$ cat src/rtl/srl_pkg.sv
package srl_pkg;

  typedef enum logic [2:0] {
    ST_IDLE    = 3'd0,
    ST_FRAME   = 3'd1,
    ST_ARMED   = 3'd2,
    ST_SHIFT   = 3'd3,
    ST_RELEASE = 3'd4
  } port_state_e;

  // Address decode: only lo..hi name a real register.
  function automatic bit addr_in_range(input int unsigned addr,
                                       input int unsigned lo,
                                       input int unsigned hi);
    return (addr >= lo) && (addr <= hi);
  endfunction

  // A frame starts a read only with the read flag set and the exact bit count.
  function automatic bit frame_is_read(input bit          read_flag,
                                       input int unsigned bits_seen,
                                       input int unsigned bits_needed);
    return read_flag && (bits_seen == bits_needed);
  endfunction

  // Saturating increment used by both bit counters.
  function automatic int unsigned sat_inc(input int unsigned value,
                                          input int unsigned limit);
    return (value >= limit) ? limit : value + 1;
  endfunction

endpackage

$ cat src/rtl/srl_sync.sv
module srl_sync #(
  parameter int WIDTH  = 3,
  parameter int STAGES = 2
) (
  input  logic             clk,
  input  logic             rst_n,
  input  logic [WIDTH-1:0] d,
  output logic [WIDTH-1:0] q,
  output logic [WIDTH-1:0] rise,
  output logic [WIDTH-1:0] fall
);

  logic [WIDTH-1:0] prev_q;

  generate
    if (STAGES <= 1) begin : g_single
      logic [WIDTH-1:0] stage_q;
      always_ff @(posedge clk or negedge rst_n) begin
        if (!rst_n) stage_q <= '0;
        else        stage_q <= d;
      end
      assign q = stage_q;
    end else begin : g_chain
      logic [STAGES-1:0][WIDTH-1:0] chain_q;
      always_ff @(posedge clk or negedge rst_n) begin
        if (!rst_n) chain_q <= '0;
        else        chain_q <= {chain_q[STAGES-2:0], d};
      end
      assign q = chain_q[STAGES-1];
    end
  endgenerate

  always_ff @(posedge clk or negedge rst_n) begin
    if (!rst_n) prev_q <= '0;
    else        prev_q <= q;
  end

  assign rise = q & ~prev_q;
  assign fall = ~q & prev_q;

endmodule

$ cat src/rtl/srl_frame_rx.sv
module srl_frame_rx #(
  parameter int CMD_W = 5,
  localparam int CNT_MAX = CMD_W + 1,
  localparam int CNT_W = $clog2(CNT_MAX + 1)
) (
  input  logic             clk,
  input  logic             rst_n,
  input  logic             clear,
  input  logic             sample,
  input  logic             din,
  output logic [CMD_W-1:0] frame,
  output logic [CNT_W-1:0] count
);

  always_ff @(posedge clk or negedge rst_n) begin
    if (!rst_n) begin
      frame <= '0;
      count <= '0;
    end else if (clear) begin
      frame <= '0;
      count <= '0;
    end else if (sample) begin
      frame <= {frame[CMD_W-2:0], din};
      count <= CNT_W'(srl_pkg::sat_inc(int'(count), CNT_MAX));
    end
  end

  AST_FRAME_CNT_SAT: assert property (@(posedge clk) disable iff (!rst_n)
    count <= CNT_W'(CNT_MAX)) else $error("frame counter overran");

  AST_CLEAR_EMPTIES: assert property (@(posedge clk) disable iff (!rst_n)
    clear |=> (count == '0)) else $error("clear did not empty frame");

endmodule

$ cat src/rtl/srl_shift_tx.sv
module srl_shift_tx #(
  parameter int DATA_W = 24,
  localparam int CNT_W = $clog2(DATA_W + 1)
) (
  input  logic              clk,
  input  logic              rst_n,
  input  logic              load,
  input  logic [DATA_W-1:0] load_data,
  input  logic              first_edge,
  input  logic              step,
  input  logic              release_evt,
  output logic [DATA_W-1:0] word,
  output logic [CNT_W-1:0]  bitcnt,
  output logic              oe,
  output logic              bit_out
);

  logic at_end;
  assign at_end = (bitcnt == CNT_W'(DATA_W));

  always_ff @(posedge clk or negedge rst_n) begin
    if (!rst_n) begin
      word   <= '0;
      bitcnt <= '0;
      oe     <= 1'b0;
    end else begin
      if (load) begin
        word   <= load_data;
        bitcnt <= '0;
      end else if (first_edge) begin
        oe     <= 1'b1;
        bitcnt <= CNT_W'(1);
      end else if (step && !at_end) begin
        word   <= {word[DATA_W-2:0], 1'b0};
        bitcnt <= CNT_W'(srl_pkg::sat_inc(int'(bitcnt), DATA_W));
      end
      if (release_evt) oe <= 1'b0;
    end
  end

  assign bit_out = oe & word[DATA_W-1];

  AST_NO_WRAP: assert property (@(posedge clk) disable iff (!rst_n)
    (step && at_end) |=> $stable(word)) else $error("shifter moved past last bit");

  AST_OE_RISE_ON_EDGE: assert property (@(posedge clk) disable iff (!rst_n)
    $rose(oe) |-> $past(first_edge)) else $error("line turned without clock edge");

  AST_OE_FALL_ON_RELEASE: assert property (@(posedge clk) disable iff (!rst_n)
    $fell(oe) |-> $past(release_evt)) else $error("line released without pulse");

  AST_BITCNT_MAX: assert property (@(posedge clk) disable iff (!rst_n)
    bitcnt <= CNT_W'(DATA_W)) else $error("bit counter overran");

endmodule

$ cat src/rtl/srl_read_port.sv
module srl_read_port #(
  parameter int DATA_W      = 24,
  parameter int ADDR_W      = 4,
  parameter int NUM_REGS    = 7,
  parameter int SYNC_STAGES = 2,
  localparam int CMD_W      = ADDR_W + 1,
  localparam int FCNT_W     = $clog2(CMD_W + 2),
  localparam int BCNT_W     = $clog2(DATA_W + 1)
) (
  input  logic              clk,
  input  logic              rst_n,
  input  logic              sclk,
  input  logic              sen,
  input  logic              sdio_in,
  output logic              sdio_out,
  output logic              sdio_oe,
  output logic [ADDR_W-1:0] rd_addr,
  input  logic [DATA_W-1:0] rd_data
);
  import srl_pkg::*;

  // Synchronized pins: bit 0 clock, bit 1 enable, bit 2 data.
  logic [2:0] pin_q, pin_rise, pin_fall;

  srl_sync #(.WIDTH(3), .STAGES(SYNC_STAGES)) u_sync (
    .clk   (clk),
    .rst_n (rst_n),
    .d     ({sdio_in, sen, sclk}),
    .q     (pin_q),
    .rise  (pin_rise),
    .fall  (pin_fall)
  );

  logic sclk_rise, en_rise, en_fall, din_q;
  assign sclk_rise = pin_rise[0];
  assign en_rise   = pin_rise[1];
  assign en_fall   = pin_fall[1];
  assign din_q     = pin_q[2];

  port_state_e state_q, state_d;

  // Named internal events.
  logic ev_clear, ev_sample, ev_load, ev_first, ev_step, ev_release;
  logic [CMD_W-1:0]  frame;
  logic [FCNT_W-1:0] frame_cnt;
  logic              read_ok, addr_ok;
  logic [DATA_W-1:0] load_word, tx_word;
  logic [BCNT_W-1:0] tx_bitcnt;

  assign rd_addr   = frame[ADDR_W-1:0];
  assign read_ok   = frame_is_read(frame[CMD_W-1], int'(frame_cnt), CMD_W);
  assign addr_ok   = addr_in_range(int'(rd_addr), 1, NUM_REGS);
  assign load_word = addr_ok ? rd_data : '0;

  always_comb begin
    state_d    = state_q;
    ev_clear   = 1'b0;
    ev_sample  = 1'b0;
    ev_load    = 1'b0;
    ev_first   = 1'b0;
    ev_step    = 1'b0;
    ev_release = 1'b0;
    unique case (state_q)
      ST_IDLE: begin
        if (en_rise) begin
          ev_clear = 1'b1;
          state_d  = ST_FRAME;
        end
      end
      ST_FRAME: begin
        if (en_fall) begin
          if (read_ok) begin
            ev_load = 1'b1;
            state_d = ST_ARMED;
          end else begin
            state_d = ST_IDLE;
          end
        end else if (sclk_rise) begin
          ev_sample = 1'b1;
        end
      end
      ST_ARMED: begin
        if (en_rise) begin
          ev_clear = 1'b1;
          state_d  = ST_FRAME;
        end else if (sclk_rise) begin
          ev_first = 1'b1;
          state_d  = ST_SHIFT;
        end
      end
      ST_SHIFT: begin
        if (en_rise) begin
          state_d = ST_RELEASE;
        end else if (sclk_rise) begin
          ev_step = 1'b1;
        end
      end
      ST_RELEASE: begin
        if (en_fall) begin
          ev_release = 1'b1;
          state_d    = ST_IDLE;
        end
      end
      default: state_d = ST_IDLE;
    endcase
  end

  always_ff @(posedge clk or negedge rst_n) begin
    if (!rst_n) state_q <= ST_IDLE;
    else        state_q <= state_d;
  end

  srl_frame_rx #(.CMD_W(CMD_W)) u_frame (
    .clk    (clk),
    .rst_n  (rst_n),
    .clear  (ev_clear),
    .sample (ev_sample),
    .din    (din_q),
    .frame  (frame),
    .count  (frame_cnt)
  );

  srl_shift_tx #(.DATA_W(DATA_W)) u_tx (
    .clk         (clk),
    .rst_n       (rst_n),
    .load        (ev_load),
    .load_data   (load_word),
    .first_edge  (ev_first),
    .step        (ev_step),
    .release_evt (ev_release),
    .word        (tx_word),
    .bitcnt      (tx_bitcnt),
    .oe          (sdio_oe),
    .bit_out     (sdio_out)
  );

  AST_ARMED_NO_DRIVE: assert property (@(posedge clk) disable iff (!rst_n)
    (state_q == ST_ARMED) |-> !sdio_oe) else $error("line driven before first edge");

  AST_DRIVE_ONLY_ACTIVE: assert property (@(posedge clk) disable iff (!rst_n)
    sdio_oe |-> (state_q == ST_SHIFT || state_q == ST_RELEASE)) else $error("line driven outside transfer");

  AST_BAD_ADDR_ZERO: assert property (@(posedge clk) disable iff (!rst_n)
    (ev_load && !addr_ok) |=> (tx_word == '0)) else $error("out-of-range address loaded data");

  AST_FIRST_BIT_MSB: assert property (@(posedge clk) disable iff (!rst_n)
    ev_first |=> (sdio_out == $past(tx_word[DATA_W-1]))) else $error("first bit is not the top bit");

  AST_NO_LOAD_ON_WRITE: assert property (@(posedge clk) disable iff (!rst_n)
    (state_q == ST_FRAME && en_fall && !frame[CMD_W-1]) |=> (state_q == ST_IDLE)) else $error("non-read frame armed the port");

endmodule

$ cat config.mk
export PLATFORM = sky130hd
export DESIGN_NAME = srl_read_port
export DESIGN_NICKNAME = d
export VERILOG_FILES = /design/src/rtl/srl_pkg.sv /design/src/rtl/srl_sync.sv /design/src/rtl/srl_frame_rx.sv /design/src/rtl/srl_shift_tx.sv /design/src/rtl/srl_read_port.sv
export SDC_FILE = /design/constraint.sdc
export NUM_CORES = 1
export LEC_CHECK = 0
export ABC_AREA = 0
export BUFFER_PORTS_ARGS = -buffer_cell sky130_fd_sc_hd__clkbuf_2
export CAP_MARGIN = 15
export CORE_MARGIN = 3
export CORE_UTILIZATION = 50
export CTS_BUF_LIST = sky130_fd_sc_hd__clkbuf_16
export CTS_CLUSTER_DIAMETER = 30
export DETAILED_ROUTE_END_ITERATION = 6
export MAX_ROUTING_LAYER = met4
export PLACE_DENSITY_LB_ADDON = 0.2
export SLEW_MARGIN = 20
export SYNTH_ARGS = -nofsm -noshare
export SYNTH_HDL_FRONTEND = slang
export SYNTH_SLANG_ARGS = --single-unit
$ cat constraint.sdc
create_clock -name clk -period 5.63 [get_ports clk]
set_input_delay 1.126 -clock clk [delete_from_list [all_inputs] [get_ports clk]]
set_output_delay 1.126 -clock clk [all_outputs]
set_load 0.05 [all_outputs]
==> results.sh <==
export IMPL_cts_hold_bufs=0
export IMPL_part_of_the_yosys_area_used_for_sequential_elements_pct=45.0
export IMPL_wire_per_inst_um=15.1
export IMPL_measured_slew_at_the_worst_slew_check_pin_ns=1.01
export IMPL_die_area_sq_mm=0.00637
export IMPL_ioPinCount=35
export IMPL_fmax_mhz=358
export IMPL_worst_ep_arrival_time_ns=2.96
export IMPL_drcViolationCount=0
export IMPL_cts_repair_resize_count=0
export IMPL_cellLeakagePower_uw=0.00145
export IMPL_post_synth_inst_count=225
export IMPL_clock_insertion_delay_worst_skew_ns=0.29
export IMPL_timing_hold_violations_final=0
export IMPL_synthesis_nets=259
export IMPL_maxCapViolCount=0
export IMPL_grtUsageTotal_pct=17.2
export IMPL_grt_pass1_vias=1692
export IMPL_drt_pre_antenna_iters=4
export IMPL_placementRows=26
export IMPL_ant_nets=0
export IMPL_clock_tree_htree_level_count=2
export IMPL_detailedPlace_worstSlack_ns=2.85
export IMPL_synth_yosys_warnings=0
export IMPL_die_height_um=79.8
export IMPL_grt_max_degree=50
export IMPL_gr_total_overflow=0
export IMPL_crit_path_end_kind="flop"
export IMPL_portBuffers=34
export IMPL_cell_area_after_synthesis_sq_mm=0.00272
export IMPL_syn_avg_cell_area_sq_um=12.1
export IMPL_clk_pin_slew_worst_paths_ns=0.07
export IMPL_synth_largest_area_cell="sky130_fd_sc_hd__dfrtp_1"
export IMPL_avgViaCountPerCell=5.51
export IMPL_dp_hpwl_um=3270
export IMPL_maximum_clock_insertion_buffer_count=2
export IMPL_detail_route_wirelength_um=4840
export IMPL_cts_root_buffer="sky130_fd_sc_hd__clkbuf_16"
export IMPL_drive_above_1_share_pct=38.2
export IMPL_gp_congestion=0.803
export IMPL_vias=1768
export IMPL_ys_top_cells_by_area="sky130_fd_sc_hd__dfrtp_1 45%, sky130_fd_sc_hd__mux2_2 11%, sky130_fd_sc_hd__mux2_4 9.9%"
export IMPL_number_of_synthesized_flops_with_an_enable_pin=0
export IMPL_netlist_cell_type_count=46
export IMPL_layout_setup_ws_ns=2.83
export IMPL_rsz0062_at_grt="false"
export IMPL_final_number_of_setup_violating_endpoints=0
export IMPL_cts_sink_count=49
export IMPL_totalPowerFinal_uw=864
export IMPL_post_route_min_period_ns=2.80
export IMPL_worstPathMaxFanout=26
export IMPL_first_pass_grt_wire_length_um=8210
export IMPL_core_sq_mm=0.00517
export IMPL_timing_critical_path_from_type="flop"
export IMPL_yosys_area_top_type_share_pct=45.0
export IMPL_cellPowerDensity_mw_per_mm2=285
export IMPL_cts_buffers=5
export IMPL_relative_slew_slack_pct=32.4
export IMPL_detailed_place_area_sq_mm=0.00288
export IMPL_die_width_um=79.8
export IMPL_criticalPathCategory="reg2reg"
export IMPL_antenna_violations_before_repair=0
export IMPL_synth_most_common_cell="sky130_fd_sc_hd__dfrtp_1"
export IMPL_nets=284
export IMPL_post_cts_repair_setup_buffers=0
export IMPL_synth_flop_cell="sky130_fd_sc_hd__dfrtp_1"
export IMPL_max_vdd_ir_drop_uv=173
export IMPL_fin_area_sq_mm=0.00304
export IMPL_fillerInstances=423
export IMPL_synth_seq_cells=49
export IMPL_finalSetupTns_ns=0
export IMPL_antenna_cells=0
export IMPL_clock_skew_ns=0.00597
export IMPL_start_util_pct=52.7
export IMPL_tritoncts_clock_tree="yes"
export IMPL_timing_final_crit_share_pct=49.7
export IMPL_finalMaxSlewViolations=0
export IMPL_synth_common_cells="49 x sky130_fd_sc_hd__dfrtp_1, 27 x sky130_fd_sc_hd__mux2_2, 24 x sky130_fd_sc_hd__nor3b_1, 18 x sky130_fd_sc_hd__mux2_4, 12 x sky130_fd_sc_hd__nor2_1"
export IMPL_critical_path_required_time_ns=5.80
export IMPL_hold_class="reg2reg"
export IMPL_async_flop_share_pct=100
export IMPL_status="finished, final reports clean"
export IMPL_detail_route_iter0_violations=74
export IMPL_area_delta_synth_final_pct=11.4
## metal layers
metal / vias up / GRT usage, % / wire length, um
met5: - / - / 0
met4: 0 / 5.57 / 68
met1: 879 / 21.9 / 2290
met2: 27 / 27.1 / 2340
met3: 5 / 4.06 / 153
li1: 857 / - / -
## power breakdown
| group | total [uW] | switching (uW) | leakage (uW) | internal [uW] |
|---|---|---|---|---|
| Sequential | 399 | 28.6 | 0.000654 | 371 |
| Combinational | 172 | 105 | 0.000729 | 66.8 |
| Clock | 293 | 130 | 0.0000696 | 163 |
## through the flow
step | std cells | hold WS [ns] | util (%)
4_1_cts | 321 | 0.350 | 58.5
2_1_floorplan | 225 | 0.331 | -
5_1_grt | 321 | 0.361 | 58.7
3_5_place_dp | 313 | 0.335 | 55.8
6_report | 321 | 0.349 | 58.7
3_3_place_gp | 313 | 0.332 | 55.8
## layout make-up
| cell class | instances | area (sq um) | area share, % |
|---|---|---|---|
| Multi-Input combinational cell | 150 | 1360 | 44.9 |
| Sequential cell | 49 | 1230 | 40.4 |
| Timing Repair Buffer | 36 | 185 | 6.10 |
| Clock buffer | 5 | 125 | 4.12 |
| Tap cell | 70 | 87.6 | 2.89 |
| Inverter | 8 | 30.0 | 0.989 |
| Clock inverter | 3 | 17.5 | 0.577 |
## flip-flops by register name, indices dropped and copies added (netlist names)
register / flops
u_tx.word: 24
u_frame.frame: 5
u_tx.bitcnt: 5
state_q: 3
u_frame.count: 3
u_sync.g_chain.chain_q: 3
u_sync.q: 3
u_sync.prev_q: 2
u_tx.oe: 1
## critical path: stages (launching register included)
cell and delay [ns]:
sky130_fd_sc_hd__dfrtp_1 0.53, sky130_fd_sc_hd__and4b_1 0.42, sky130_fd_sc_hd__nand3_4 0.38, sky130_fd_sc_hd__nand2_1 0.92
sky130_fd_sc_hd__mux2_2 0.42
## worst paths after layout
check | from | to | slack [ns] | cells past startpoint
max in group asynchronous | rst_n | u_tx.oe | 4.28 | 2
min in group asynchronous | rst_n | u_sync.prev_q[1] | 0.93 | 2
worst max-delay path | state_q[1] | u_tx.word[19] | 2.83 | 4
worst min-delay path | u_sync.g_chain.chain_q[0] | u_sync.q[0] | 0.35 | 0
worst max register to register | state_q[1] | u_tx.word[19] | 2.83 | 4
worst min register to register | u_sync.g_chain.chain_q[0] | u_sync.q[0] | 0.35 | 0
## layout by cell type (no fill, tap or decap), types with 2 or more instances in the layout
| cell | synthesis | layout |
|---|---|---|
| sky130_fd_sc_hd__inv_1 | 8 | 8 |
| sky130_fd_sc_hd__clkinv_2 | 0 | 2 |
| sky130_fd_sc_hd__clkbuf_16 | 0 | 5 |
| sky130_fd_sc_hd__clkbuf_2 | 0 | 34 |
| sky130_fd_sc_hd__mux2_4 | 18 | 18 |
| sky130_fd_sc_hd__a311oi_1 | 3 | 3 |
| sky130_fd_sc_hd__nor2b_1 | 2 | 2 |
| sky130_fd_sc_hd__nor4b_4 | 1 | 2 |
| sky130_fd_sc_hd__mux2i_1 | 6 | 6 |
| sky130_fd_sc_hd__nand3b_1 | 2 | 2 |
| sky130_fd_sc_hd__nor3b_1 | 24 | 24 |
| sky130_fd_sc_hd__ha_1 | 5 | 5 |
| sky130_fd_sc_hd__a211oi_1 | 2 | 2 |
| sky130_fd_sc_hd__nand2b_1 | 3 | 3 |
| sky130_fd_sc_hd__o21ai_0 | 4 | 4 |
| sky130_fd_sc_hd__a21oi_1 | 8 | 8 |
| sky130_fd_sc_hd__nor2_1 | 12 | 12 |
| sky130_fd_sc_hd__dfrtp_1 | 49 | 49 |
| sky130_fd_sc_hd__buf_4 | 9 | 2 |
| sky130_fd_sc_hd__nand2_1 | 5 | 5 |
| sky130_fd_sc_hd__nand4_1 | 3 | 3 |
| sky130_fd_sc_hd__nand3_1 | 2 | 2 |
| sky130_fd_sc_hd__mux2_2 | 27 | 27 |
## kinds of logic after synthesis
| group | Yosys count | synth area share (%) |
|---|---|---|
| DFF | 49 | 45.0 |
| buffers and inverters | 26 | 5.47 |
| adders and majority gates | 5 | 2.30 |
| AOI/OAI and AO/OA | 27 | 6.98 |
| and+or+nand+nor | 66 | 16.5 |
| muxes | 52 | 23.7 |
(Power assumes the default switching activity.)
